===== config.mk =====
export PLATFORM = sky130hd
export DESIGN_NAME = cluster_steer
export DESIGN_NICKNAME = d
export VERILOG_FILES = /design/src/rtl/steer_pkg.sv /design/src/rtl/steer_score.sv /design/src/rtl/steer_argmax.sv /design/src/rtl/steer_fallback.sv /design/src/rtl/cluster_steer.sv
export SDC_FILE = /design/constraint.sdc
export NUM_CORES = 1
export LEC_CHECK = 0
export BUFFER_PORTS_ARGS = -buffer_cell sky130_fd_sc_hd__clkbuf_2
export CAP_MARGIN = 0
export CORE_MARGIN = 8
export CORE_UTILIZATION = 30
export CTS_CLUSTER_DIAMETER = 30
export DETAILED_ROUTE_END_ITERATION = 8
export GPL_TIMING_DRIVEN = 1
export PLACE_DENSITY_LB_ADDON = 0.08
export RECOVER_POWER = 50
export SKIP_LAST_GASP = 1
export SLEW_MARGIN = 15
export SYNTH_ARGS = -nofsm -noshare
export SYNTH_HDL_FRONTEND = slang
export SYNTH_HIERARCHICAL = 1
export SYNTH_SLANG_ARGS = --single-unit

===== constraint.sdc =====
create_clock -name clk -period 32.5 [get_ports clk]
set_input_delay 6.5 -clock clk [delete_from_list [all_inputs] [get_ports clk]]
set_output_delay 6.5 -clock clk [all_outputs]
set_load 0.01 [all_outputs]

===== src/rtl/steer_pkg.sv =====
package steer_pkg;
  parameter int SCORE_W = 8;
  typedef logic [SCORE_W-1:0] score_t;

  // Clamp a wide raw sum into the score range.
  function automatic score_t sat_score(input logic [31:0] raw);
    if (raw > 32'((1 << SCORE_W) - 1)) return {SCORE_W{1'b1}};
    return raw[SCORE_W-1:0];
  endfunction
endpackage


===== src/rtl/steer_score.sv =====
module steer_score
  import steer_pkg::*;
#(
  parameter int IDX    = 0,
  parameter int N      = 8,
  parameter int NSRC   = 2,
  parameter int CID_W  = 3,
  parameter int CNT_W  = 8,
  parameter int NBANK  = 2,
  parameter int BANK_W = 1,
  parameter int OP_W   = 4,
  parameter int CRIT_W = 2,
  parameter int FREE_W = 1,
  parameter int LOAD_W = 3
) (
  input  logic [NSRC-1:0]       src_vld,
  input  logic [NSRC*CID_W-1:0] src_cid,
  input  logic [NSRC-1:0]       src_crit,
  input  logic                  is_load,
  input  logic [BANK_W-1:0]     pred_bank,
  input  logic [CNT_W-1:0]      iq_free,
  output score_t                score
);
  localparam int PER_BANK = N / NBANK;
  localparam int MY_BANK  = IDX / PER_BANK;

  logic near_bank;
  logic [31:0] raw;

  assign near_bank = (pred_bank == BANK_W'(MY_BANK));

  always_comb begin
    raw = 32'(iq_free) * 32'(FREE_W);
    for (int s = 0; s < NSRC; s++) begin
      if (src_vld[s] && (src_cid[s*CID_W +: CID_W] == CID_W'(IDX))) begin
        raw = raw + 32'(OP_W);
        if (src_crit[s]) raw = raw + 32'(CRIT_W);
      end
    end
    if (is_load && near_bank) raw = raw + 32'(LOAD_W);
    score = sat_score(raw);
  end
endmodule


===== src/rtl/steer_argmax.sv =====
module steer_argmax
  import steer_pkg::*;
#(
  parameter int N     = 8,
  parameter int CID_W = 3
) (
  input  logic                 clk,
  input  logic                 rst_n,
  input  logic [N*SCORE_W-1:0] scores,
  output logic [CID_W-1:0]     win,
  output score_t               win_score
);
  always_comb begin
    win       = '0;
    win_score = scores[SCORE_W-1:0];
    for (int i = 1; i < N; i++) begin
      if (scores[i*SCORE_W +: SCORE_W] > win_score) begin
        win       = CID_W'(i);
        win_score = scores[i*SCORE_W +: SCORE_W];
      end
    end
  end

  for (genvar g = 0; g < N; g++) begin : g_chk
    a_r5_top_score: assert property (@(posedge clk) disable iff (!rst_n)
      scores[g*SCORE_W +: SCORE_W] <= win_score);
    a_r5_low_tie: assert property (@(posedge clk) disable iff (!rst_n)
      (CID_W'(g) < win) |-> (scores[g*SCORE_W +: SCORE_W] < win_score));
  end
endmodule


===== src/rtl/steer_fallback.sv =====
module steer_fallback #(
  parameter int N     = 8,
  parameter int CID_W = 3
) (
  input  logic [CID_W-1:0] win,
  input  logic [N-1:0]     room,
  output logic [CID_W-1:0] pick,
  output logic             any_room
);
  logic found;
  logic [CID_W-1:0] up_c, dn_c;

  always_comb begin
    pick  = win;
    found = room[win];
    up_c  = win;
    dn_c  = win;
    for (int d = 1; d <= N / 2; d++) begin
      up_c = CID_W'(win + CID_W'(d));
      dn_c = CID_W'(win - CID_W'(d));
      if (!found && room[up_c]) begin
        pick  = up_c;
        found = 1'b1;
      end
      if (!found && room[dn_c]) begin
        pick  = dn_c;
        found = 1'b1;
      end
    end
    any_room = |room;
  end
endmodule


===== src/rtl/cluster_steer.sv =====
module cluster_steer
  import steer_pkg::*;
#(
  parameter int N      = 8,
  parameter int NSRC   = 2,
  parameter int CNT_W  = 8,
  parameter int NBANK  = 2,
  parameter int OP_W   = 4,
  parameter int CRIT_W = 2,
  parameter int FREE_W = 1,
  parameter int LOAD_W = 3,
  localparam int CID_W  = $clog2(N),
  localparam int BANK_W = (NBANK > 1) ? $clog2(NBANK) : 1
) (
  input  logic                  clk,
  input  logic                  rst_n,
  input  logic                  req_valid,
  input  logic [NSRC-1:0]       src_vld,
  input  logic [NSRC*CID_W-1:0] src_cid,
  input  logic [NSRC-1:0]       src_crit,
  input  logic                  is_load,
  input  logic [BANK_W-1:0]     pred_bank,
  input  logic [N*CNT_W-1:0]    iq_free,
  input  logic [N*CNT_W-1:0]    reg_free,
  output logic                  out_valid,
  output logic [CID_W-1:0]      out_cluster,
  output logic                  out_stall
);
  logic [N*SCORE_W-1:0] scores;
  logic [N-1:0]         room;
  logic [CID_W-1:0]     first_pick;
  score_t               first_score;
  logic [CID_W-1:0]     final_pick;
  logic                 any_room;

  for (genvar c = 0; c < N; c++) begin : g_cl
    steer_score #(
      .IDX(c), .N(N), .NSRC(NSRC), .CID_W(CID_W), .CNT_W(CNT_W),
      .NBANK(NBANK), .BANK_W(BANK_W), .OP_W(OP_W), .CRIT_W(CRIT_W),
      .FREE_W(FREE_W), .LOAD_W(LOAD_W)
    ) u_score (
      .src_vld  (src_vld),
      .src_cid  (src_cid),
      .src_crit (src_crit),
      .is_load  (is_load),
      .pred_bank(pred_bank),
      .iq_free  (iq_free[c*CNT_W +: CNT_W]),
      .score    (scores[c*SCORE_W +: SCORE_W])
    );
    assign room[c] = (iq_free[c*CNT_W +: CNT_W] != '0) &&
                     (reg_free[c*CNT_W +: CNT_W] != '0);
  end

  steer_argmax #(.N(N), .CID_W(CID_W)) u_argmax (
    .clk      (clk),
    .rst_n    (rst_n),
    .scores   (scores),
    .win      (first_pick),
    .win_score(first_score)
  );

  steer_fallback #(.N(N), .CID_W(CID_W)) u_fallback (
    .win     (first_pick),
    .room    (room),
    .pick    (final_pick),
    .any_room(any_room)
  );

  always_ff @(posedge clk) begin
    if (!rst_n) begin
      out_valid   <= 1'b0;
      out_stall   <= 1'b0;
      out_cluster <= '0;
    end else begin
      out_valid <= req_valid && any_room;
      out_stall <= req_valid && !any_room;
      if (req_valid && any_room) out_cluster <= final_pick;
    end
  end

  // an assignment lands only on a cluster that had room
  a_r7_has_room: assert property (@(posedge clk) disable iff (!rst_n)
    out_valid |-> ((($past(room) >> out_cluster) & N'(1)) != '0));
  a_r8_stall_cause: assert property (@(posedge clk) disable iff (!rst_n)
    out_stall |-> ($past(room) == '0));
  a_r9_exclusive: assert property (@(posedge clk) disable iff (!rst_n)
    !(out_valid && out_stall));
  a_r9_from_req: assert property (@(posedge clk) disable iff (!rst_n)
    (out_valid || out_stall) |-> $past(req_valid));
endmodule


# Yosys cells after proc, flatten, opt, wreduce, memory -nomap -nowiden
# Index checks and enable logic that the tools add are counted.
# totals
word_cells,264
register_bits,5
# op_classes
muxes,110
addsub,48
n_reduce_logical,64
n_eq_ne,14
bitwise_logic,1
magnitude_cmp,24
# op_table
operator,count
$mux 32,40
$add 32x2->32 const B,24
$add 32x3->32 const B,8
$gt 32x8->1 const B,8
$mux 8,22
$reduce_bool 8->1,16
$add 8x3->9 const B,8
$gt 8x8->1,7
$logic_and 1x1->1,36
$lt 3x4->1 const B,9
$mux 3,12
$bmux 1 s3,9
$mux 1,25
$eq 3x3->1 const B,8
$eq 3x2->1 const B,4
$logic_not 1->1,9
$reduce_or 8->1,1
$add 3x2->3 const B,2
$eq 3x1->1 const B,2
$logic_not 3->1,2
$sub 3x2->3 const B,2
$mux 2,2
$add 3x1->3 const B,1
$add 3x3->3 const B,1
other kinds (3),3

# Longest topological paths before layout
# Gate-level depths: netlist of the first run.
# logic_depth
ltp_word,53
ltp_mapped,102
mapped_depth_nobuf,95

# Modules after synthesis
# The synthesis of the first run kept the hierarchy.
# by_module_without_submodules
mod,instances,seq_area_each_um2,area_each_um2,cells_per_inst
steer_argmax,1,0.0,2409.8,337
steer_score (g_cl[5].u_score ...),2,0.0,1174.9,153
steer_score (g_cl[1].u_score ...),2,0.0,1056.0,149
steer_score (g_cl[4].u_score),1,0.0,1052.3,147
steer_score (g_cl[0].u_score),1,0.0,1024.7,134
steer_score (g_cl[7].u_score),1,0.0,998.5,148
steer_score (g_cl[3].u_score),1,0.0,880.8,130
steer_fallback,1,0.0,797.0,84
cluster_steer,1,100.1,457.9,65

# Worst setup path after synthesis of the first run
# No wires, ideal clock.
# synth_path
path_type,in2reg
startpoint,input iq_free[10]
endpoint,register out_cluster[0]
required_ns,32.424
arrival_time_ns,24.610
path_buffers,7
cell_stages,93
setup_time_ns,0.076
path_slack_ns,7.814
cell_sequence,inv_1 ha_1 and2_1 or3_1 nand2_1 ha_1 nand2_1 nor4b_1 nor2_1 a2111oi_2 nand2_1 a21oi_2 nor2_1 a311oi_2 a21bo_1 ha_1 nand4_1 or2_1 [57 not listed] o21ai_0 o21ai_0 clkbuf_1 and2_1 buf_1 o21ai_0 clkbuf_1 inv_1 ha_1 buf_4 mux4_2 mux2_4 or3_1 buf_2 nand2b_1 nand2_1 nand2_1 a21boi_0
# synth_via
elab_chain_len,53
# synth_lines
element,line_no,source
from (decl),cluster_steer.sv:23,"input logic [N*CNT_W-1:0] iq_free,"
$add 8x3->9,steer_score.sv:36,raw = raw + 32'(OP_W);
$add 32x2->32,steer_score.sv:37,if (src_crit[s]) raw = raw + 32'(CRIT_W);
$mux 32,steer_score.sv:37,
$mux 32 *,steer_score.sv:35,if (src_vld[s] && (src_cid[s*CID_W +: CID_W] == CID_W'(IDX))) begin
$add 32x3->32,steer_score.sv:36,
$add 32x2->32,steer_score.sv:37,
$mux 32,steer_score.sv:37,
$mux 32 *,steer_score.sv:35,
[5 not listed],-,
named net scores[13],cluster_steer.sv:29,logic [N*SCORE_W-1:0] scores;
[14 not listed],-,
named net first_pick[1],cluster_steer.sv:31,logic [CID_W-1:0] first_pick;
[18 not listed],-,
$logic_and 1x1->1,steer_fallback.sv:25,if (!found && room[dn_c]) begin
$mux 1,steer_fallback.sv:25,
$logic_not 1->1,steer_fallback.sv:21,if (!found && room[up_c]) begin
$logic_and 1x1->1,steer_fallback.sv:21,
$mux 1,steer_fallback.sv:21,
$logic_not 1->1,steer_fallback.sv:25,
$logic_and 1x1->1,steer_fallback.sv:25,
$mux 3 *,steer_fallback.sv:25,
to (signal assigned),cluster_steer.sv:77,if (req_valid && any_room) out_cluster <= final_pick;
to (decl),cluster_steer.sv:26,"output logic [CID_W-1:0] out_cluster,"
# The timed path passes the listed nets; every way through them passes the cells marked *. The select of a mux whose other input is x is not followed.
# A chain may end at the register's enable or synchronous reset.

# Worst setup path after layout of the first run
# layout_path
startpoint,input src_cid[2]
endpoint,register out_cluster[1]
# layout_via
elab_chain_len,52
# layout_lines
element,line_no,source
from (decl),cluster_steer.sv:19,"input logic [NSRC*CID_W-1:0] src_cid,"
$eq 3x1->1 *,steer_score.sv:35,
$logic_and 1x1->1 *,steer_score.sv:35,
$mux 32 *,steer_score.sv:35,
$add 32x3->32,steer_score.sv:36,
$add 32x2->32,steer_score.sv:37,
$mux 32,steer_score.sv:37,
$mux 32 *,steer_score.sv:35,
$add 32x2->32,steer_score.sv:40,if (is_load && near_bank) raw = raw + 32'(LOAD_W);
[4 not listed],-,
named net scores[13],cluster_steer.sv:29,
[14 not listed],-,
named net first_pick[1],cluster_steer.sv:31,
[19 not listed],-,
$mux 1,steer_fallback.sv:25,
$logic_not 1->1,steer_fallback.sv:21,
$logic_and 1x1->1,steer_fallback.sv:21,
$mux 1,steer_fallback.sv:21,
$logic_not 1->1,steer_fallback.sv:25,
$logic_and 1x1->1,steer_fallback.sv:25,
$mux 3 *,steer_fallback.sv:25,
named net final_pick[1],cluster_steer.sv:33,logic [CID_W-1:0] final_pick;
# Marked as above.

==> impl_metrics.json, run 1 <==
{
  "post-route-period-util_pct": 83.3,
  "critPathKind": "in2reg",
  "grt_pass1_vias": 11889,
  "htreeDepth": 1,
  "hp-class": "reg2reg",
  "finalInstanceArea_um2": 13300,
  "grt.overflow.total": 0,
  "cts_sinks": 5,
  "maxCapViolations": 0,
  "nFillCells": 4266,
  "critPathSlowestCell": "a22oi_1",
  "grt_pass1_wl_um": 62500,
  "drc_errors": 0,
  "slowest_delay_ns": 0.82,
  "finalHoldViolations": 0,
  "drt_wl_total_um": 38800,
  "fmax_mhz": 36.9,
  "synthCells": 1631,
  "rrSetupSlack_ns": 31.84,
  "firstDrtPassIters": 6,
  "core_um2": 39500,
  "ios": 148,
  "path_common_cell": "o21ai_0",
  "clock_path_buffers": 2,
  "fp.dieH_um": 216,
  "worst_slew_pin_slew_ns": 1.09,
  "status": "finished clean",
  "slew_violations": 0,
  "skew_ns": 0,
  "hpwl_um": 32400,
  "place_area_um2": 13200,
  "clkLatencyLatePin_ns": 0.22,
  "drtIter0Drc": 618,
  "syn_area_um2": 12000,
  "multiInputGateArea_um2": 11300,
  "drive_gt1_share_pct": 17.5,
  "finalSetupViolations": 0,
  "rsz0062_at_grt": "no",
  "viasPerCell": 5.48,
  "initial_utilization_pct": 30.3,
  "powerDensity_nw_per_um2": 57.2,
  "cp.arrival_ns": 27.21,
  "tns_ns": 0,
  "relSlewSlack_pct": 26.6,
  "post-route-min-period_ns": 27.07,
  "clock-root-buffer": "clkbuf_16",
  "register_area_um2": 100,
  "gp_congestion": 0.886,
  "path_clk_slew_ns": 0.03,
  "post_drt_wl_per_cell_um": 17.2,
  "die_area_um2": 46600,
  "fin_nets": 1991,
  "grt_max_degree": 66,
  "num_rows": 73,
  "cts_tree": "yes",
  "cp-end-kind": "register",
  "cts_hold_buf": 0,
  "antenna_found_initial": 0,
  "area_growth_pct": 10.6,
  "postCtsResizedCells": 0,
  "cp_max_fo": 18,
  "vias": 12410,
  "peakVddDrop_mv": 0.0711,
  "syn-num-nets": 1884,
  "syn_avg_cell_area_um2": 7.35,
  "leakage_nw": 5.39,
  "critPathLaunchType": "input port",
  "port_buffers": 147,
  "die_x_um": 216,
  "critPathRequiredTime_ns": 32.64,
  "postCtsSetupRepairBufs": 0,
  "cts_buffers": 3,
  "postRouteAntennaNets": 0,
  "yosysWarnings": 6,
  "grt.total_usage_pct": 15.7
}
## layout make-up
class | instances | area share, %
multi-input cells | 1474 | 84.9
repair buffers | 155 | 5.96
well taps | 525 | 4.96
inverters | 99 | 2.80
flip-flops and latches | 5 | 0.755
clock buffers | 4 | 0.595
diodes | 1 | 0.0189
## metal layers
| metal | wire (um) | global-route usage (%) |
|---|---|---|
| met2 | 17700 | 26.3 |
| met5 | 0 | 0 |
| met4 | 474 | 1.79 |
| met1 | 19400 | 22.4 |
| met3 | 1280 | 1.16 |
## metrics by stage
stage | power [mW] | hold WS [ns] | std cells | setup slack, ns | util (%)
after detailed placement | 0.734 | 0.469 | 2258 | 5.33 | 33.3
final | 0.758 | 0.468 | 2263 | 5.43 | 33.5
after CTS | 0.759 | 0.474 | 2262 | 5.49 | 33.5
after floorplan | 0.604 | 0.488 | 1631 | 8.33 | -
after global routing | 0.837 | 0.512 | 2262 | 3.47 | 33.5
after global placement | 0.740 | 0.468 | 2258 | 5.68 | 33.3
## state kept, by name (all words and copies together), names as in the netlist
name         count
out_cluster      3
out_valid        1
out_stall        1
## report_power, final
part	switching, mW	internal (mW)
registers	0.000718	0.00773
clock network	0.00373	0.0162
logic	0.407	0.323
total	0.411	0.346
## path summary, 6_finish.rpt
check,end,from,depth (start not counted)
setup reg to reg,out_cluster[1],out_cluster[1],2
setup / recovery,out_cluster[1],src_cid[2],89
hold / removal,out_cluster[2],out_cluster[2],2
hold reg to reg,out_cluster[2],out_cluster[2],2
## critical path, delay by kind of cell
kind | cells | cell delay (ns)
AND/OR/NAND/NOR | 28 | 4.92
AO/OA/AOI/OAI | 40 | 9.64
buffers and inverters | 5 | 0.70
adder cells (fa/ha/maj) | 9 | 3.08
multiplexers | 7 | 2.33
## layout by cell type (no fill, tap or decap), types with 12 or more instances in the layout
cell       instances
nor3_1            27
o21a_1            12
nor2_1           112
a21o_1            19
ha_1             110
clkbuf_2         142
nand3b_1          22
inv_1             99
or4_1             22
o211ai_1          27
nand2b_1          26
a21oi_1           79
or3_1             20
mux2i_1           31
nand4_1           13
xnor2_1           90
nor4_1            25
and3_1            22
nor2b_1           16
o21ai_0           82
nand2_1          195
and2_1            22
nand3_1           82
o2111ai_1         16
xor2_1            35
a31oi_1           12
and3b_1           12
(Power assumes the default switching activity.)
==> inputs of run 2 (changes only) <==
--- a/config.mk
+++ b/config.mk
@@ -5,6 +5,7 @@
 export SDC_FILE = /design/constraint.sdc
 export NUM_CORES = 1
 export LEC_CHECK = 0
+export ABC_AREA = 1
 export BUFFER_PORTS_ARGS = -buffer_cell sky130_fd_sc_hd__clkbuf_2
 export CAP_MARGIN = 0
 export CORE_MARGIN = 8
==> constraint.sdc (replaced) <==
create_clock -name clk -period 22.1 [get_ports clk]
set_input_delay 4.42 -clock clk [delete_from_list [all_inputs] [get_ports clk]]
set_output_delay 4.42 -clock clk [all_outputs]
set_load 0.01 [all_outputs]
==> impl_metrics.json, run 2 <==
{
  "initial_utilization_pct": 30.1,
  "startpoint": "src_vld[0]",
  "peakVddDrop_mv": 0.201,
  "finalInstanceArea_um2": 14600,
  "postCtsSetupRepairBufs": 0,
  "diodes": 0,
  "hp-class": "reg2reg",
  "syn_avg_cell_area_um2": 5.18,
  "fp.dieH_um": 226,
  "post-route-min-period_ns": 18.27,
  "path_common_cell": "nand2_1",
  "register_area_um2": 100,
  "synthCells": 2545,
  "skew_ns": 0,
  "crit-reg2reg-launch": "out_cluster[0]",
  "die_x_um": 226,
  "grt.overflow.total": 0,
  "relSlewSlack_pct": 25.9,
  "gp_congestion": 0.884,
  "worst_slew_pin_slew_ns": 1.11,
  "grt_max_degree": 53,
  "finalHoldViolations": 0,
  "viasPerCell": 4.67,
  "p_int_mw": 0.710,
  "fin_nets": 2929,
  "grt_pass1_vias": 14563,
  "path_clk_slew_ns": 0.03,
  "critPathRequiredTime_ns": 22.22,
  "syn-num-nets": 2798,
  "firstDrtPassIters": 5,
  "cp_max_fo": 19,
  "finalWorstSetupSlack_ns": 3.83,
  "final_common_cell": "nand2_1",
  "drt_wl_total_um": 39600,
  "drtIter0Drc": 626,
  "cp-end-kind": "register",
  "finalNonFillerCells": 3267,
  "holdWs_ns": 0.483,
  "clockPowerShare_pct": 1.4,
  "num_rows": 77,
  "fmax_mhz": 54.7,
  "critPathKind": "in2reg",
  "rsz0062_at_grt": "no",
  "drc_errors": 0,
  "p_switching_mw": 1.40,
  "place_ws_ns": 3.60,
  "place_area_um2": 14500,
  "postCtsResizedCells": 0,
  "htreeDepth": 1,
  "ios": 148,
  "maxCapViolations": 0,
  "cts_tree": "yes",
  "cts_hold_buf": 0,
  "regMostFlops": "out_cluster",
  "tns_ns": 0,
  "syn_area_um2": 13200,
  "hpwl_um": 34300,
  "status": "finished clean",
  "port_buffers": 147,
  "largest_reg_flops": 3,
  "antenna_found_initial": 0,
  "placed_cells": 3263,
  "yosysWarnings": 6,
  "final_cell_mix": "nand2_1 (966), nor2_1 (286), inv_1 (268), nand3_1 (267), clkbuf_2 (142)",
  "final_core_util_pct": 33.2,
  "area_growth_pct": 10.3,
  "multiInputGateArea_um2": 11700,
  "postRouteAntennaNets": 0,
  "p_comb_share_pct": 97.9,
  "drive_gt1_share_pct": 18.9,
  "slowest_delay_ns": 0.45,
  "nFillCells": 5087,
  "pwr-share-seq_pct": 0.7,
  "total_power_mw": 2.11,
  "core_um2": 43800,
  "vias": 15248,
  "die_area_um2": 50900,
  "slew_violations": 0,
  "cts_sinks": 5,
  "post_drt_wl_per_cell_um": 12.1,
  "grt.total_usage_pct": 15.1,
  "critPathLaunchType": "input port",
  "leakage_nw": 8.09,
  "powerDensity_nw_per_um2": 145,
  "post-route-period-util_pct": 82.7,
  "cp.arrival_ns": 18.39,
  "clock-root-buffer": "clkbuf_16",
  "grt_pass1_wl_um": 66800,
  "critPathSlowestCell": "or2_2",
  "netSwitchingFraction_pct": 66.3,
  "hold_start": "out_cluster[2]",
  "cts_buffers": 3,
  "reg.largest.list": "out_cluster: 3 flops, out_stall: 1 flops, out_valid: 1 flops",
  "finalSetupViolations": 0,
  "clock_path_buffers": 2,
  "clkLatencyLatePin_ns": 0.23
}
[run 2: cell types whose count changed in the layout (fill, tap and decap cells not counted), moves of 26 or more]
cell / before / now
a21oi_1: 79 / 26
nand2b_1: 26 / 0
nand3_2: 2 / 42
inv_2: 0 / 37
nand2_2: 0 / 126
mux2i_1: 31 / 0
nand2_1: 195 / 966
inv_1: 99 / 268
nor2_1: 112 / 286
o21ai_0: 82 / 53
xnor2_1: 90 / 31
nor2_2: 0 / 54
nand4_1: 13 / 46
nand3_1: 82 / 267
[run 2: power groups by stage]
| stage | combinational [mW] | sequential [mW] | clock [mW] |
|---|---|---|---|
| 2_1_floorplan | 1.69 | 0.0149 | 0 |
| 3_3_place_gp | 2.05 | 0.0140 | 0 |
| 3_5_place_dp | 2.05 | 0.0140 | 0 |
| 4_1_cts | 2.06 | 0.0139 | 0.0304 |
| 5_1_grt | 2.34 | 0.0141 | 0.0311 |
| 6_report | 2.06 | 0.0138 | 0.0299 |
[run 2: final cells by class]
type	count	area share, %
inverters	321	8.30
repair buffers	148	5.06
multi-input cells	2197	80.3
flip-flops and latches	5	0.688
well taps	592	5.09
clock buffers	4	0.542
[run 2: worst max-delay path: cells and delay by family]
family                     cells  cell delay [ns]
adders and majority gates      9             2.67
AOI/OAI and AO/OA             19             3.37
buffers and inverters          7             1.15
and+or+nand+nor               52             6.72
[run 2: path summary, 6_finish.rpt]
| path | cells after the start | endpoint | slack, ns |
|---|---|---|---|
| max reg2reg | 2 | out_cluster[0] | 21.53 |
| min | 2 | out_cluster[2] | 0.48 |
| min reg2reg | 2 | out_cluster[2] | 0.48 |
| max | 87 | out_cluster[2] | 3.83 |
[run 2: metal layers]
metal | up-vias | GRT usage, % | part of all wire (%)
li1 | 8328 | - | -
met1 | 6758 | 19.0 | 47
met2 | 144 | 29.2 | 51
met3 | 18 | 0.480 | 1.4
met4 | 0 | 1.34 | 0.51
met5 | - | 0 | 0
==> inputs of run 3 (changes only) <==
--- a/config.mk
+++ b/config.mk
@@ -5,7 +5,7 @@
 export SDC_FILE = /design/constraint.sdc
 export NUM_CORES = 1
 export LEC_CHECK = 0
-export ABC_AREA = 1
+export ABC_AREA = 0
 export BUFFER_PORTS_ARGS = -buffer_cell sky130_fd_sc_hd__clkbuf_2
 export CAP_MARGIN = 0
 export CORE_MARGIN = 8
==> constraint.sdc (replaced) <==
create_clock -name clk -period 14.8 [get_ports clk]
set_input_delay 2.96 -clock clk [delete_from_list [all_inputs] [get_ports clk]]
set_output_delay 2.96 -clock clk [all_outputs]
set_load 0.01 [all_outputs]
==> impl_metrics.json, run 3 (same netlist as run 1, synthesis figures left out) <==
{
  "firstDrtPassIters": 4,
  "critPathKind": "in2reg",
  "maxCapViolations": 0,
  "slowest_delay_ns": 0.41,
  "fmax_mhz": 53.2,
  "skew_ns": 0,
  "violations": "setup timing",
  "status": "complete, but fails checks",
  "post_drt_wl_per_cell_um": 15.5,
  "path_clk_slew_ns": 0.03,
  "finalHoldViolations": 0,
  "register_area_um2": 100,
  "cts_buffers": 3,
  "hpwl_um": 36100,
  "vias": 13950,
  "cp_max_fo": 9,
  "leakage_nw": 7.54,
  "ios": 148,
  "final_common_cell": "buf_4",
  "post-route-period-util_pct": 127,
  "core_um2": 39500,
  "finalInstanceArea_um2": 17100,
  "die_x_um": 216,
  "port_buffers": 147,
  "critPathRequiredTime_ns": 14.95,
  "grt_max_degree": 34,
  "grt_pass1_wl_um": 68000,
  "fin_nets": 2425,
  "reg2reg_depth": 2,
  "clock-root-buffer": "clkbuf_16",
  "nFillCells": 4069,
  "initial_utilization_pct": 30.3,
  "grt.overflow.total": 0,
  "clkLatencyLatePin_ns": 0.22,
  "regMostFlops": "out_cluster",
  "rsz0062_at_grt": "yes",
  "cp-end-kind": "register",
  "multiInputGateArea_um2": 11800,
  "r2r_end": "out_cluster[2]",
  "drt_wl_total_um": 41900,
  "grt_use_met3_pct": 1.29,
  "htreeDepth": 1,
  "startpoint": "iq_free[10]",
  "drtIter0Drc": 571,
  "reg.largest.list": "out_cluster: 3 flops, out_stall: 1 flops, out_valid: 1 flops",
  "path_depth": 87,
  "cp.arrival_ns": 18.95,
  "powerDensity_nw_per_um2": 138,
  "post-route-min-period_ns": 18.80,
  "tns_ns": -19.46,
  "finalWorstSetupSlack_ns": -4.00,
  "die_area_um2": 46600,
  "peakVddDrop_mv": 0.218,
  "viasPerCell": 5.17,
  "endpoint": "out_cluster[1]",
  "crit-reg2reg-launch": "out_cluster[2]",
  "grt.total_usage_pct": 16.9,
  "placed_cells": 2669,
  "postRouteAntennaNets": 0,
  "finalSetupViolations": 5,
  "holdWs_ns": 0.453,
  "gp_congestion": 0.896,
  "cts_tree": "yes",
  "slew_violations": 0,
  "relSlewSlack_pct": 36.9,
  "drive_gt1_share_pct": 38.0,
  "fp.dieH_um": 216,
  "grt_use_met1_pct": 24.3,
  "antenna_found_initial": 1,
  "grt_pass1_vias": 13448,
  "critPathSlowestCell": "or3_4",
  "final_core_util_pct": 43.3,
  "area_growth_pct": 42.8,
  "largest_reg_flops": 3,
  "worst_slew_pin_slew_ns": 0.946,
  "clock_path_buffers": 2,
  "drc_errors": 0,
  "crit_family": "compound AO/OA/AOI/OAI gates",
  "grt_use_met2_pct": 28.3,
  "worst-path-buf-inv": 10,
  "place_area_um2": 16500,
  "cts_sinks": 5,
  "hp-class": "reg2reg",
  "critPathLaunchType": "input port",
  "rrSetupSlack_ns": 14.21,
  "busiest_layer": "met2",
  "num_rows": 73,
  "final_cell_mix": "buf_4 (435), nand2_1 (185), clkbuf_2 (142), nor2_1 (109), ha_1 (101)",
  "finalNonFillerCells": 2697
}
[run 3: tightest hold or removal path, delay by kind of cell (launching register included)]
| family | cells | cell delay, ns |
|---|---|---|
| DFF | 1 | 0.30 |
| and+or+nand+nor | 1 | 0.05 |
| AOI/OAI and AO/OA | 1 | 0.05 |
[run 3: final cells by class]
type / count / area share, %
diodes: 1 / 0.0146
clock buffers: 4 / 0.461
multi-input cells: 1474 / 68.9
repair buffers: 589 / 24.0
inverters: 99 / 2.23
flip-flops and latches: 5 / 0.585
well taps: 525 / 3.84
[run 3: power breakdown]
group          switching (mW)  total (mW)  leakage (nW)  internal, mW
Sequential            0.00149      0.0185        0.0413        0.0170
Clock                 0.00779      0.0434        0.0382        0.0356
Combinational            1.09        2.31          7.46          1.21
Total                    1.10        2.37          7.54          1.27
[run 3: per-stage QoR]
stage	setup slack, ns	power, mW
final	-4.00	2.37
after global routing	-4.93	2.58
after CTS	-3.84	2.30
after detailed placement	-4.38	2.11
after global placement	-4.06	2.10
after floorplan	-3.76	1.46
[run 3: what timing repair did]
action | in CTS | in global routing
pin swaps | 16 | 31
gates cloned | 1 | 0
hold buffers | 0 | 0
resized for setup | 45 | 23
buffers inserted | 16 | 6
hold endpoints to repair | 0 | 0
endpoints found under the setup margin | 5 | 5
[run 3: how the worst min path moves through the flow]
stage              startpoint             end  slack (ns)  cells past startpoint
5_1_grt        out_cluster[0]  out_cluster[0]        0.48                      2
4_1_cts        out_cluster[0]  out_cluster[0]        0.46                      2
6_report       out_cluster[0]  out_cluster[0]        0.45                      2
3_3_place_gp   out_cluster[1]  out_cluster[1]        0.46                      2
3_5_place_dp   out_cluster[1]  out_cluster[1]        0.46                      2
2_1_floorplan  out_cluster[1]  out_cluster[1]        0.48                      2
[run 3: layer usage]
layer,part of all wire (%),wire (um)
met1,51,21300
met2,45,19000
met3,3.0,1270
met4,0.59,246
met5,0.024,10
